**src/rtl/rtc_pkg.sv**
```systemverilog
package rtc_pkg;

    localparam int ADDR_W = 8;
    localparam int DATA_W = 32;
    localparam int CAL_W  = 21;

    localparam logic [ADDR_W-1:0] OFS_SET_WR  = 8'h00;
    localparam logic [ADDR_W-1:0] OFS_SET_RD  = 8'h04;
    localparam logic [ADDR_W-1:0] OFS_CAL     = 8'h08;
    localparam logic [ADDR_W-1:0] OFS_NOW     = 8'h10;
    localparam logic [ADDR_W-1:0] OFS_STATUS  = 8'h20;
    localparam logic [ADDR_W-1:0] OFS_CONTROL = 8'h40;

    localparam logic [CAL_W-1:0] CAL_RESET = 21'h198233;

    typedef enum logic {
        TK_RUN,
        TK_LOAD_PEND
    } tk_state_e;

endpackage

```
**src/rtl/rtc_tick_div.sv**
```systemverilog
module rtc_tick_div #(
    parameter int CNT_W  = 16,
    parameter int FRAC_W = 4
) (
    input  logic              clk,
    input  logic              rst_n,
    input  logic              restart,
    input  logic [CNT_W-1:0]  cnt_max,
    input  logic [FRAC_W-1:0] frac,
    input  logic              frac_en,
    output logic              tick
);

    localparam int LIM_W = CNT_W + 1;

    logic [LIM_W-1:0]  cnt_q;
    logic [FRAC_W-1:0] acc_q;
    logic [FRAC_W:0]   acc_sum;
    logic              extra;
    logic [LIM_W-1:0]  limit;

    // The carry of this second's accumulation lengthens this same second.
    assign acc_sum = {1'b0, acc_q} + {1'b0, frac};
    assign extra   = frac_en & acc_sum[FRAC_W];
    assign limit   = {1'b0, cnt_max} + LIM_W'(extra);
    assign tick    = !restart && (cnt_q == limit);

    always_ff @(posedge clk or negedge rst_n) begin
        if (!rst_n) begin
            cnt_q <= '0;
            acc_q <= '0;
        end else if (restart) begin
            cnt_q <= '0;
            acc_q <= '0;
        end else if (tick) begin
            cnt_q <= '0;
            if (frac_en) begin
                acc_q <= acc_sum[FRAC_W-1:0];
            end
        end else begin
            cnt_q <= cnt_q + LIM_W'(1);
        end
    end

    // the cycle count never runs beyond the longest allowed second
    a_r5_cnt_bound: assert property (@(posedge clk) disable iff (!rst_n)
        cnt_q <= {1'b0, cnt_max} + LIM_W'(1));

    // a calibration write restarts the count
    a_r6_restart_zero: assert property (@(posedge clk) disable iff (!rst_n)
        restart |=> (cnt_q == '0));

endmodule

```
**src/rtl/rtc_time_keeper.sv**
```systemverilog
module rtc_time_keeper
    import rtc_pkg::*;
#(
    parameter int TIME_W = 32
) (
    input  logic              clk,
    input  logic              rst_n,
    input  logic              tick,
    input  logic              set_wr,
    input  logic [TIME_W-1:0] set_data,
    output logic [TIME_W-1:0] cur_time,
    output logic [TIME_W-1:0] set_time
);

    tk_state_e         state_q, state_d;
    logic [TIME_W-1:0] cur_q, set_q;

    // next-state logic: ARM, COMMIT, REARM
    always_comb begin
        state_d = state_q;
        unique case (state_q)
            TK_RUN: begin
                if (set_wr) state_d = TK_LOAD_PEND;          // ARM
            end
            TK_LOAD_PEND: begin
                if (set_wr)    state_d = TK_LOAD_PEND;       // REARM
                else if (tick) state_d = TK_RUN;             // COMMIT
            end
            default: state_d = TK_RUN;
        endcase
    end

    // state register
    always_ff @(posedge clk or negedge rst_n) begin
        if (!rst_n) state_q <= TK_RUN;
        else        state_q <= state_d;
    end

    // outputs: the holding register and the running count
    always_ff @(posedge clk or negedge rst_n) begin
        if (!rst_n) begin
            cur_q <= '0;
            set_q <= '0;
        end else begin
            if (set_wr) set_q <= set_data;
            if (tick) begin
                unique case (state_q)
                    TK_RUN:       cur_q <= cur_q + TIME_W'(1);
                    TK_LOAD_PEND: cur_q <= set_q;
                    default:      cur_q <= cur_q;
                endcase
            end
        end
    end

    assign cur_time = cur_q;
    assign set_time = set_q;

    // the count holds between ticks
    a_r3_hold_no_tick: assert property (@(posedge clk) disable iff (!rst_n)
        !tick |=> $stable(cur_q));

    // a tick with a waiting time loads it
    a_r3_commit_load: assert property (@(posedge clk) disable iff (!rst_n)
        (tick && state_q == TK_LOAD_PEND) |=> (cur_q == $past(set_q)));

    // a tick with nothing waiting adds one
    a_r4_increment: assert property (@(posedge clk) disable iff (!rst_n)
        (tick && state_q == TK_RUN) |=> (cur_q == $past(cur_q) + TIME_W'(1)));

endmodule

```
**src/rtl/rtc_regs.sv**
```systemverilog
module rtc_regs
    import rtc_pkg::*;
#(
    parameter int CNT_W  = 16,
    parameter int FRAC_W = 4
) (
    input  logic              clk,
    input  logic              rst_n,
    input  logic              bus_wr,
    input  logic              bus_rd,
    input  logic [ADDR_W-1:0] bus_addr,
    input  logic [DATA_W-1:0] bus_wdata,
    output logic [DATA_W-1:0] bus_rdata,
    input  logic              tick,
    input  logic [DATA_W-1:0] cur_time,
    input  logic [DATA_W-1:0] set_time,
    output logic              set_wr,
    output logic              cal_wr,
    output logic [CNT_W-1:0]  cnt_max,
    output logic [FRAC_W-1:0] frac,
    output logic              frac_en,
    output logic              irq
);

    localparam int FRAC_LSB = CNT_W;
    localparam int EN_BIT   = CNT_W + FRAC_W;

    logic [CAL_W-1:0]  cal_q;
    logic              ctrl_q;
    logic              flag_q;
    logic              clr_wr;
    logic [DATA_W-1:0] rd_mux;

    assign set_wr = bus_wr && (bus_addr == OFS_SET_WR);
    assign cal_wr = bus_wr && (bus_addr == OFS_CAL);
    assign clr_wr = bus_wr && (bus_addr == OFS_STATUS) && bus_wdata[0];

    always_ff @(posedge clk or negedge rst_n) begin
        if (!rst_n) begin
            cal_q  <= CAL_RESET;
            ctrl_q <= 1'b0;
        end else begin
            if (cal_wr) cal_q <= bus_wdata[CAL_W-1:0];
            if (bus_wr && bus_addr == OFS_CONTROL) ctrl_q <= bus_wdata[DATA_W-1];
        end
    end

    // a tick outranks a clear in the same cycle
    always_ff @(posedge clk or negedge rst_n) begin
        if (!rst_n)      flag_q <= 1'b0;
        else if (tick)   flag_q <= 1'b1;
        else if (clr_wr) flag_q <= 1'b0;
    end

    always_comb begin
        rd_mux = '0;
        unique case (bus_addr)
            OFS_SET_RD:  rd_mux = set_time;
            OFS_CAL:     rd_mux = DATA_W'(cal_q);
            OFS_NOW:     rd_mux = cur_time;
            OFS_STATUS:  rd_mux = DATA_W'(flag_q);
            OFS_CONTROL: rd_mux = {ctrl_q, {(DATA_W-1){1'b0}}};
            default:     rd_mux = '0;
        endcase
    end

    always_ff @(posedge clk or negedge rst_n) begin
        if (!rst_n)      bus_rdata <= '0;
        else if (bus_rd) bus_rdata <= rd_mux;
    end

    assign cnt_max = cal_q[CNT_W-1:0];
    assign frac    = cal_q[FRAC_LSB +: FRAC_W];
    assign frac_en = cal_q[EN_BIT];
    assign irq     = flag_q;

    // every tick sets the flag
    a_r9_tick_sets: assert property (@(posedge clk) disable iff (!rst_n)
        tick |=> flag_q);

    // the flag is sticky without a write of 1
    a_r9_sticky: assert property (@(posedge clk) disable iff (!rst_n)
        (flag_q && !clr_wr) |=> flag_q);

    // the flag rises only on a tick
    a_r9_rise_on_tick: assert property (@(posedge clk) disable iff (!rst_n)
        $rose(flag_q) |-> $past(tick));

endmodule

```
**src/rtl/rtc_sec_core.sv**
```systemverilog
module rtc_sec_core
    import rtc_pkg::*;
#(
    parameter int CNT_W  = 16,
    parameter int FRAC_W = 4
) (
    input  logic        clk,
    input  logic        rst_n,
    input  logic        bus_wr,
    input  logic        bus_rd,
    input  logic [7:0]  bus_addr,
    input  logic [31:0] bus_wdata,
    output logic [31:0] bus_rdata,
    output logic        sec_irq
);

    logic              tick;
    logic              set_wr;
    logic              cal_wr;
    logic [CNT_W-1:0]  cnt_max;
    logic [FRAC_W-1:0] frac;
    logic              frac_en;
    logic [DATA_W-1:0] cur_time;
    logic [DATA_W-1:0] set_time;

    rtc_regs #(.CNT_W(CNT_W), .FRAC_W(FRAC_W)) u_regs (
        .clk       (clk),
        .rst_n     (rst_n),
        .bus_wr    (bus_wr),
        .bus_rd    (bus_rd),
        .bus_addr  (bus_addr),
        .bus_wdata (bus_wdata),
        .bus_rdata (bus_rdata),
        .tick      (tick),
        .cur_time  (cur_time),
        .set_time  (set_time),
        .set_wr    (set_wr),
        .cal_wr    (cal_wr),
        .cnt_max   (cnt_max),
        .frac      (frac),
        .frac_en   (frac_en),
        .irq       (sec_irq)
    );

    rtc_tick_div #(.CNT_W(CNT_W), .FRAC_W(FRAC_W)) u_div (
        .clk     (clk),
        .rst_n   (rst_n),
        .restart (cal_wr),
        .cnt_max (cnt_max),
        .frac    (frac),
        .frac_en (frac_en),
        .tick    (tick)
    );

    rtc_time_keeper #(.TIME_W(DATA_W)) u_keep (
        .clk      (clk),
        .rst_n    (rst_n),
        .tick     (tick),
        .set_wr   (set_wr),
        .set_data (bus_wdata),
        .cur_time (cur_time),
        .set_time (set_time)
    );

    // the pin can only rise after a tick
    a_r10_irq_rise: assert property (@(posedge clk) disable iff (!rst_n)
        $rose(sec_irq) |-> $past(tick));

endmodule

```
**config.mk**
```make
export PLATFORM = sky130hd
export DESIGN_NAME = rtc_sec_core
export DESIGN_NICKNAME = d
export VERILOG_FILES = /design/src/rtl/rtc_pkg.sv /design/src/rtl/rtc_tick_div.sv /design/src/rtl/rtc_time_keeper.sv /design/src/rtl/rtc_regs.sv /design/src/rtl/rtc_sec_core.sv
export SDC_FILE = /design/constraint.sdc
export NUM_CORES = 1
export LEC_CHECK = 0
export BUFFER_PORTS_ARGS = -buffer_cell sky130_fd_sc_hd__buf_2
export CORE_UTILIZATION = 64
export DETAILED_ROUTE_END_ITERATION = 16
export GPL_ROUTABILITY_DRIVEN = 0
export GPL_TIMING_DRIVEN = 0
export HOLD_SLACK_MARGIN = 0.06
export PLACE_DENSITY_LB_ADDON = 0.25
export REMOVE_ABC_BUFFERS = 1
export SLEW_MARGIN = 10
export SYNTH_ARGS = -nofsm -noshare
export SYNTH_HDL_FRONTEND = slang
export SYNTH_SLANG_ARGS = --single-unit
```
**constraint.sdc**
```tcl
create_clock -name clk -period 6.5 [get_ports clk]
set_clock_uncertainty 0.2 [all_clocks]
set_input_delay 0 -clock clk [delete_from_list [all_inputs] [get_ports clk]]
set_output_delay 0 -clock clk [all_outputs]
set_load 0.05 [all_outputs]
```
# ---- Word-level counts from Yosys, hierarchy flattened
# Index checks and enable logic that the tools add are counted.
dict set report classes {
  add_sub_neg 4
  n_eq_ne 6
  muxes 13
  bitwise 2
  reduce_logical 12
}
# cell n
set ops {}
lappend ops {{$pmux 32 s5} 1}
lappend ops {{$pmux 32 s2} 1}
lappend ops {{$mux 17} 2}
lappend ops {{$add 32x1->32 const B} 1}
lappend ops {{$add 16x1->17} 1}
lappend ops {{$add 17x1->17 const B} 1}
lappend ops {{$eq 17x17->1} 1}
lappend ops {{$mux 4} 3}
lappend ops {{$eq 8x3->1 const B} 1}
lappend ops {{$eq 8x4->1 const B} 1}
lappend ops {{$eq 8x5->1 const B} 1}
lappend ops {{$eq 8x6->1 const B} 1}
lappend ops {{$eq 8x7->1 const B} 1}
lappend ops {{$logic_not 8->1} 1}
lappend ops {{$logic_and 1x1->1} 6}
lappend ops {{$reduce_bool 2->1} 3}
lappend ops {{$add 4x4->5} 1}
lappend ops {{$mux 1} 5}
lappend ops {{$pmux 1 s2} 1}
lappend ops {{$reduce_and 2->1} 1}
lappend ops {{$and 1x1->1} 1}
lappend ops {{$logic_not 1->1} 1}
lappend ops {{$not 1->1} 1}
dict set report totals {
  reg_bits 141
  output_inout_bits 33
}

# ---- Depth between registers and ports, before layout
# Gate-level depths: netlist of run 1.
dict set report depth {
  ltp_word 8
  ltp_mapped 17
  depth_no_buf 15
}

# ---- Hierarchy
# Synthesis of run 1 repeated with hierarchy kept, for this count alone.
dict set report unflattened {
  cells_unflattened 784
  hier_area_um2 7833.8
}
# module instances cells_each area_per_inst_um2
set modules_own_cells {}
lappend modules_own_cells {rtc_time_keeper 1 345 3422.0}
lappend modules_own_cells {rtc_regs 1 233 2662.6}
lappend modules_own_cells {rtc_tick_div 1 206 1749.2}

# ---- Worst setup path before layout of run 1
# Ideal clock, no wire load.
dict set report synth_path {
  path_type {register -> register}
  from {register u_regs.cal_q[16]}
  to {register u_div.acc_q[0]}
  setup_ps 119
  arrival_ps 3455
  t_required_ps 6181
  slack_ps 2727
  path_stages_with_launch 17
  synth_period_minus_slack_ps 3773
  path_cell_list {dfstp_2 ha_1 inv_1 fa_1 nor2b_1 o21a_1 o21a_1 ha_1 nand3_1 o21a_1 or4b_1 a311oi_2 and4_1 buf_6 buf_6 a21boi_0 o21a_1}
}
dict set report synth_between {
  elab_chain_cells 7
  elab_cells_between_ends 10
  cone_classes {2 x add/sub; 1 x eq/ne; 3 x mux; 1 x bitwise; 3 x reduce/logical}
}
# item line_no
set synth_rtl {}
lappend synth_rtl {{from (decl)} rtc_regs.sv:28} ;# logic [CAL_W-1:0] cal_q;
lappend synth_rtl {{from (signal assigned)} rtc_regs.sv:43} ;# if (cal_wr) cal_q <= bus_wdata[CAL_W-1:0];
lappend synth_rtl {{$add 4x4->5 *} rtc_tick_div.sv:23} ;# assign acc_sum = {1'b0, acc_q} + {1'b0, frac};
lappend synth_rtl {{$and 1x1->1} rtc_tick_div.sv:24} ;# assign extra = frac_en & acc_sum[FRAC_W];
lappend synth_rtl {{$add 16x1->17} rtc_tick_div.sv:25} ;# assign limit = {1'b0, cnt_max} + LIM_W'(extra);
lappend synth_rtl {{$eq 17x17->1} rtc_tick_div.sv:26} ;# assign tick = !restart && (cnt_q == limit);
lappend synth_rtl {{$logic_and 1x1->1} rtc_tick_div.sv:26}
lappend synth_rtl {{$reduce_bool 2->1 (no source line)} --}
lappend synth_rtl {{$reduce_and 2->1 (no source line)} --}
lappend synth_rtl {{to (signal assigned)} rtc_tick_div.sv:38} ;# acc_q <= acc_sum[FRAC_W-1:0];
lappend synth_rtl {{to (decl)} rtc_tick_div.sv:17} ;# logic [FRAC_W-1:0] acc_q;
# Every way passes the cells marked *; elsewhere a longest branch is shown, timed or not. The select of a mux whose other input is x is not followed.
# A chain may end at the register's enable or synchronous reset.

# ---- Worst setup path after layout of run 1
dict set report layout_path {
  from {register u_regs.cal_q[16]}
  to {register u_keep.cur_q[27] (netlist: u_keep.cur_time[27])}
}
dict set report layout_between {
  elab_chain_cells 5
}
# item line_no
set layout_rtl {}
lappend layout_rtl {{$add 4x4->5} rtc_tick_div.sv:23}
lappend layout_rtl {{$and 1x1->1} rtc_tick_div.sv:24}
lappend layout_rtl {{$add 16x1->17} rtc_tick_div.sv:25}
lappend layout_rtl {{$eq 17x17->1} rtc_tick_div.sv:26}
lappend layout_rtl {{$logic_and 1x1->1} rtc_tick_div.sv:26}
lappend layout_rtl {{to (signal assigned)} rtc_time_keeper.sv:48} ;# TK_RUN: cur_q <= cur_q + TIME_W'(1);
lappend layout_rtl {{to (signal assigned)} rtc_time_keeper.sv:49} ;# TK_LOAD_PEND: cur_q <= set_q;
lappend layout_rtl {{to (signal assigned)} rtc_time_keeper.sv:50} ;# default: cur_q <= cur_q;
lappend layout_rtl {{to (decl)} rtc_time_keeper.sv:16} ;# logic [TIME_W-1:0] cur_q, set_q;
# No other way between the ends.

==> results of run 1 <==
-- flip-flops by register name, indices dropped and copies added, names as in the netlist --
signal / count
u_div.acc_q: 4
u_div.cnt_q: 17
u_keep.cur_time: 32
u_keep.set_time: 32
u_keep.state_q: 1
u_regs.bus_rdata: 32
u_regs.cal_q: 21
u_regs.ctrl_q: 1
u_regs.irq: 1
-- how the worst max path moves through the flow --
stage / slack, ns / to / depth (start not counted)
2_1_floorplan: 2.13 / u_keep.cur_time[31] / 14
6_report: 1.35 / u_keep.cur_time[27] / 15
5_1_grt: 1.10 / u_keep.cur_time[27] / 15
4_1_cts: 1.00 / u_keep.cur_time[19] / 15
3_3_place_gp: -0.27 / u_regs.bus_rdata[10] / 7
3_5_place_dp: 0.98 / u_keep.cur_time[19] / 15
-- Yosys cell counts, drive strengths merged (5+ instances only) --
cell     number  area share
nor4b         5      0.0060
o21ai        25       0.017
nor2         36       0.019
or3           6      0.0051
dfrtp       132        0.45
a31oi        17       0.015
o22ai        45       0.038
xor2         14       0.017
dfstp         9       0.032
nor4          9      0.0077
o2bb2ai       8      0.0096
nand4        17       0.017
buf          15       0.013
inv          43       0.022
nand3        32       0.022
nor3          9      0.0062
a22oi        13       0.013
xnor2        22       0.026
o211ai        7      0.0072
ha            8       0.014
mux2         33       0.051
clkbuf       35       0.018
nand2        87       0.045
a222oi       21       0.029
o21a          8      0.0082
a21oi        43       0.029
and3         13       0.011
-- power groups by stage --
| stage | logic (µW) | registers, µW | clock network [µW] |
|---|---|---|---|
| 2_1_floorplan | 138 | 990 | 0 |
| 3_3_place_gp | 193 | 1000 | 0 |
| 3_5_place_dp | 210 | 1010 | 0 |
| 4_1_cts | 232 | 991 | 1010 |
| 5_1_grt | 258 | 999 | 1050 |
| 6_report | 234 | 994 | 1010 |
-- metal layers --
metal | share of wire | vias up | global-route usage | routed length, µm
met3 | 0.080 | 89 | 0.0843 | 1660
met2 | 0.50 | 418 | 0.646 | 10500
met5 | 0 | - | 0 | 0
met4 | 0.035 | 0 | 0.181 | 735
met1 | 0.38 | 3296 | 0.446 | 7950
li1 | - | 2982 | - | -
-- logic make-up after synthesis --
logic type,Yosys count,share of synthesized area
mux,36,0.0548
buf+inv,93,0.0526
fa+ha+maj,9,0.0164
xor+xnor,36,0.0431
flops,141,0.483
simple gates,236,0.161
compound gates,206,0.188
-- tightest hold or removal path: stages --
cell           delay [ns]
dlygate4sd3_1        0.52
buf_2                0.10
nand2_1              0.04
nand2_1              0.05
-- through the flow --
step	cells	power (µW)	hold slack, ns	setup slack [ns]	utilization
floorplan	707	1130	-0.496	2.13	-
global placement	923	1200	-0.00141	-0.265	0.697
detailed placement	931	1210	-0.228	0.984	0.713
CTS	1009	2240	0.0960	1.00	0.812
global route	1009	2300	0.139	1.10	0.812
finish	1009	2240	0.115	1.35	0.812
-- cell type report --
cell class,instances,share of cell area
clock buffers,20,0.0512
clock inverters,12,0.0178
inverters,43,0.0181
multi-input cells,523,0.385
flip-flops and latches,141,0.397
well taps,140,0.0196
repair buffers,130,0.112
==> impl_metrics.csv, run 1 <==
group,metric,value,unit
floorplan,row_count,38,
placed_design,port_buffers,76,
worst_setup_path,end_kind,"flip-flop",
grt,grt.total_usage,0.376,
worst_hold_path,min_from,"bus_wdata[19]",
route,drc,0,
timing,period_share,0.793,
power,vdd_drop_max,0.263,mV
power,internal-power,1660,µW
timing,period_needed,5.15,ns
timing,finalHoldViolations,0,
floorplan,die_h,109,µm
power,pwr-share-comb,0.104,
clock_tree,clk_pin_slew,0.06,ns
route,vias_per_cell,6.72,
power,p_seq_frac,0.444,
cells_and_area,nFillCells,662,
clock_tree,cts.sinks,141,
clock_tree,cts_buffers,17,
floorplan,pin_count,77,
worst_setup_path,crit_fanout,23,
route,wirelength,20900,µm
worst_setup_path,start_kind,"flip-flop",
power,power_frac_clock,0.452,
synth,synth_ff_type,"dfrtp_1",
worst_setup_path,path_common_cell,"ha_1",
worst_setup_path,criticalPathCategory,"flip-flop to flip-flop",
worst_setup_path,slowest_stage,"nor2_2",
worst_hold_path,hold_class,"input port to flip-flop",
floorplan,coreArea,0.0110,mm²
worst_hold_path,hold_end,"u_regs.cal_q[19]",
grt,grt_pass1_vias,6947,
synth,syn-cell-area,0.00732,mm²
route,antenna_left,0,
worst_setup_path,required,6.54,ns
synth,synthCells,757,
worst_setup_path,crit_family,"simple AND/OR/NAND/NOR gates",
flow_run,max_cap_viol_count,0,
synth,yosysSeqAreaShare,0.483,
worst_hold_path,hold_depth,4,
worst_setup_path,crit_path_start,"u_regs.cal_q[16]",
cells_and_area,syn_to_final_growth,21.7,%
timing,final-max-slew-violation-count,0,
placed_design,dpl-instance-area,0.00783,mm²
floorplan,start_util,0.667,
floorplan,die_x,109,µm
worst_setup_path,r2r-start,"u_regs.cal_q[16]",
synth,ys_warn_count,0,
worst_setup_path,arrival,5.19,ns
timing,fin_setup_tns,0,ns
cells_and_area,layout_commonest_cell,"dfrtp_1",
cells_and_area,register_area,0.00354,mm²
synth,ys_async_sr_fraction,1.00,
synth,syn_area_per_cell,9.67,µm²
route,vias,6785,
route,drtIter0Drc,687,
cells_and_area,design_area,0.00892,mm²
clock_tree,holdBufCountCts,46,
timing,fmax,194,MHz
cells_and_area,drive_gt1_frac,0.198,
grt,grt_pass1_wl,33800,µm
synth,synth_cell_types,58,
timing,tightest_slew,1.23,ns
clock_tree,post_cts_resized,0,
worst_setup_path,rr_worst_depth,15,
cells_and_area,antenna_cells,0,
power,power.density,251,mW/mm²
timing,setup_violations,0,
clock_tree,htreeDepth,4,
worst_setup_path,crit_chain,"ha_1, inv_1, fa_1, nor2b_1, o21a_1, o21a_1, ha_1, ha_1, inv_1, nor4b_1, nor3_1, nor4_1, nand4_2, nor2_2, a21oi_1",
timing,relSlewSlack,0.180,
clock_tree,post_cts_buffers,0,
cells_and_area,nets,909,
grt,gr-total-overflow,0,
clock_tree,clk_path_buf_depth,2,
power,p_sw_frac,0.257,
worst_setup_path,cp_num_buf_inv,2,
timing,rsz0062_at_grt,"false",
power,leakagePower,0.00404,µW
clock_tree,cts-root-buf,"clkbuf_16",
clock_tree,worstSkewPairLatency,0.43,ns
cells_and_area,multi_input_area,0.00343,mm²
clock_tree,cts_tree,"done",
worst_setup_path,reg2reg_to,"u_keep.cur_time[27]",
route,drt-wirelength-per-cell,20.7,µm
grt,antenna_found_initial,0,
route,drt-pass1-iter-count,8,
synth,synth_edf_count,0,
cells_and_area,mostFrequentLayoutCells,"dfrtp_1, nand2_1, buf_2",
grt,grt_start_max_net_pins,94,
placed_design,dp.final_hpwl,12700,µm
synth,ys_seq_elements,141,
worst_setup_path,slowest_delay,0.98,ns
worst_setup_path,r2r_setup_slack,1.35,ns
run_status,status,"completed",
floorplan,dieArea,0.0119,mm²
power,p_switching,576,µW
Note: power is estimated with default switching activity, not from simulation.
==> run 2, diff against run 1 <==
- CORE_UTILIZATION: 64 -> 59
- clock period: 6.5 -> 4.8 ns (I/O delays scaled with it)
==> run 2 against run 1 <==
Setup slack worse by 1.2 ns. Clock-buffer cell count up 3. Fmax up 11%. Combinational power up 50%. Non-clock buffer count up 14. Global-route usage shrank 3.0 points. Utilization down 5.4 points. Via count rose by 1.9%.
==> impl_metrics.csv, run 2 (synthesized netlist as in run 1, its figures left out) <==
group,metric,value,unit
placed_design,dp.final_hpwl,12800,µm
cells_and_area,mostFrequentLayoutCells,"dfrtp_1, nand2_1, buf_2",
clock_tree,cts.sinks,141,
cells_and_area,nets,925,
cells_and_area,syn_to_final_growth,24.8,%
timing,tightest_slew,1.29,ns
route,antenna_left,0,
clock_tree,htreeDepth,4,
floorplan,die_h,113,µm
route,vias,6914,
cells_and_area,drive_gt1_frac,0.205,
cells_and_area,antenna_cells,0,
clock_tree,cts_buffers,17,
floorplan,row_count,40,
timing,final-max-slew-violation-count,0,
grt,grt_pass1_wl,34300,µm
grt,grt_start_max_net_pins,89,
floorplan,start_util,0.607,
floorplan,die_x,113,µm
power,vdd_drop_max,0.272,mV
route,drt-pass1-iter-count,6,
timing,setup_violations,0,
clock_tree,cts-root-buf,"clkbuf_16",
timing,period_share,0.971,
grt,grt.total_usage,0.346,
grt,grt_pass1_vias,7011,
cells_and_area,layout_commonest_cell,"dfrtp_1",
floorplan,pin_count,77,
worst_hold_path,hold_depth,4,
power,power.density,337,mW/mm²
timing,fin_setup_tns,0,ns
placed_design,placed_cells,959,
timing,relSlewSlack,0.140,
cells_and_area,nFillCells,804,
route,wirelength,21700,µm
grt,gr-total-overflow,0,
clock_tree,clk_pin_slew,0.06,ns
grt,antenna_found_initial,1,
route,vias_per_cell,6.57,
timing,fmax,214,MHz
clock_tree,worstSkewPairLatency,0.43,ns
worst_setup_path,required,4.95,ns
worst_setup_path,end_kind,"flip-flop",
worst_setup_path,crit_fanout,18,
worst_setup_path,arrival,4.81,ns
timing,period_needed,4.66,ns
cells_and_area,final-instance-count-excl-fill,1053,
clock_tree,clk_path_buf_depth,2,
clock_tree,cts_tree,"done",
run_status,status,"completed",
worst_setup_path,rr_worst_depth,15,
worst_setup_path,criticalPathCategory,"flip-flop to flip-flop",
power,leakagePower,0.00414,µW
route,drc,0,
route,drtIter0Drc,808,
floorplan,dieArea,0.0129,mm²
worst_setup_path,start_kind,"flip-flop",
route,drt-wirelength-per-cell,20.6,µm
timing,finalHoldViolations,0,
floorplan,coreArea,0.0121,mm²
worst_hold_path,hold_class,"input port to flip-flop",
placed_design,port_buffers,76,
flow_run,max_cap_viol_count,0,
-- run 2: cell count changes in the layout (fill, tap and decap cells not counted), moves of 2 or more --
cell           delta
nor2_4            +2
inv_6             -2
clkbuf_8          +2
dlygate4sd3_1     +8
buf_4             +3
-- run 2: area by class of cell --
| class | instances | area [µm²] | share of cell area |
|---|---|---|---|
| Sequential cell | 141 | 3540 | 0.387 |
| Multi-Input combinational cell | 525 | 3480 | 0.381 |
| Clock inverter | 9 | 133 | 0.0145 |
| Inverter | 43 | 161 | 0.0177 |
| Tap cell | 168 | 210 | 0.0230 |
| Clock buffer | 23 | 488 | 0.0534 |
| Timing Repair Buffer | 144 | 1120 | 0.123 |
-- run 2: final timing paths --
kind	start	to	slack [ns]
max	u_regs.cal_q[16]	u_keep.cur_time[10]	0.14
min	bus_wdata[10]	u_regs.cal_q[10]	0.12
max reg2reg	u_regs.cal_q[16]	u_keep.cur_time[10]	0.14
min reg2reg	u_regs.cal_q[0]	u_regs.cal_q[0]	0.30
max in group asynchronous	rst_n	u_regs.cal_q[15]	3.41
min in group asynchronous	rst_n	u_regs.cal_q[19]	0.50
-- run 2: worst max-delay path, cell delays in order (launching register included) --
cell and delay, ns:
dfstp_2 0.55, ha_1 0.19, inv_1 0.07, fa_1 0.41, nor2b_1 0.14, o21a_1 0.12
o21a_1 0.17, ha_1 0.27, nand3_1 0.19, o21a_1 0.25, or4b_1 0.55, a311oi_2 0.36
buf_4 0.21, and4_2 0.56, a31oi_1 0.17, a21oi_1 0.17
-- run 2: layer usage --
metal  vias to the layer above  share of wire  track usage
met5                         -        0.00055            0
met1                      3426           0.38        0.422
met2                       383           0.50        0.588
met3                        81          0.082       0.0739
li1                       3022              -            -
met4                         2          0.035        0.167
-- run 2: where the power goes --
group / total [µW] / internal, µW / switching [µW]
Clock: 1380 / 873 / 509
Sequential: 1350 / 1250 / 96.9
Combinational: 352 / 163 / 189
-- run 2: metrics by stage --
step	hold WS [ns]	worst slack (ns)	area, µm²	utilization	power (µW)
after CTS	0.119	0.0785	9030	0.749	3050
after global routing	0.147	-0.0250	9140	0.757	3180
final	0.121	0.137	9140	0.757	3080
after detailed placement	-0.201	-0.751	7840	0.650	1650
after global placement	-0.00143	-1.94	7690	0.638	1620
after floorplan	-0.496	0.433	7100	-	1530
-- run 2: what timing repair did --
action | 4_1_cts | 5_1_grt
pin swaps | 0 | 3
setup endpoints to repair | 38 | 54
gates cloned | 0 | 2
buffers inserted | 0 | 6
hold endpoints to repair | 226 | 0
resized for setup | 3 | 5
hold buffers | 54 | 0
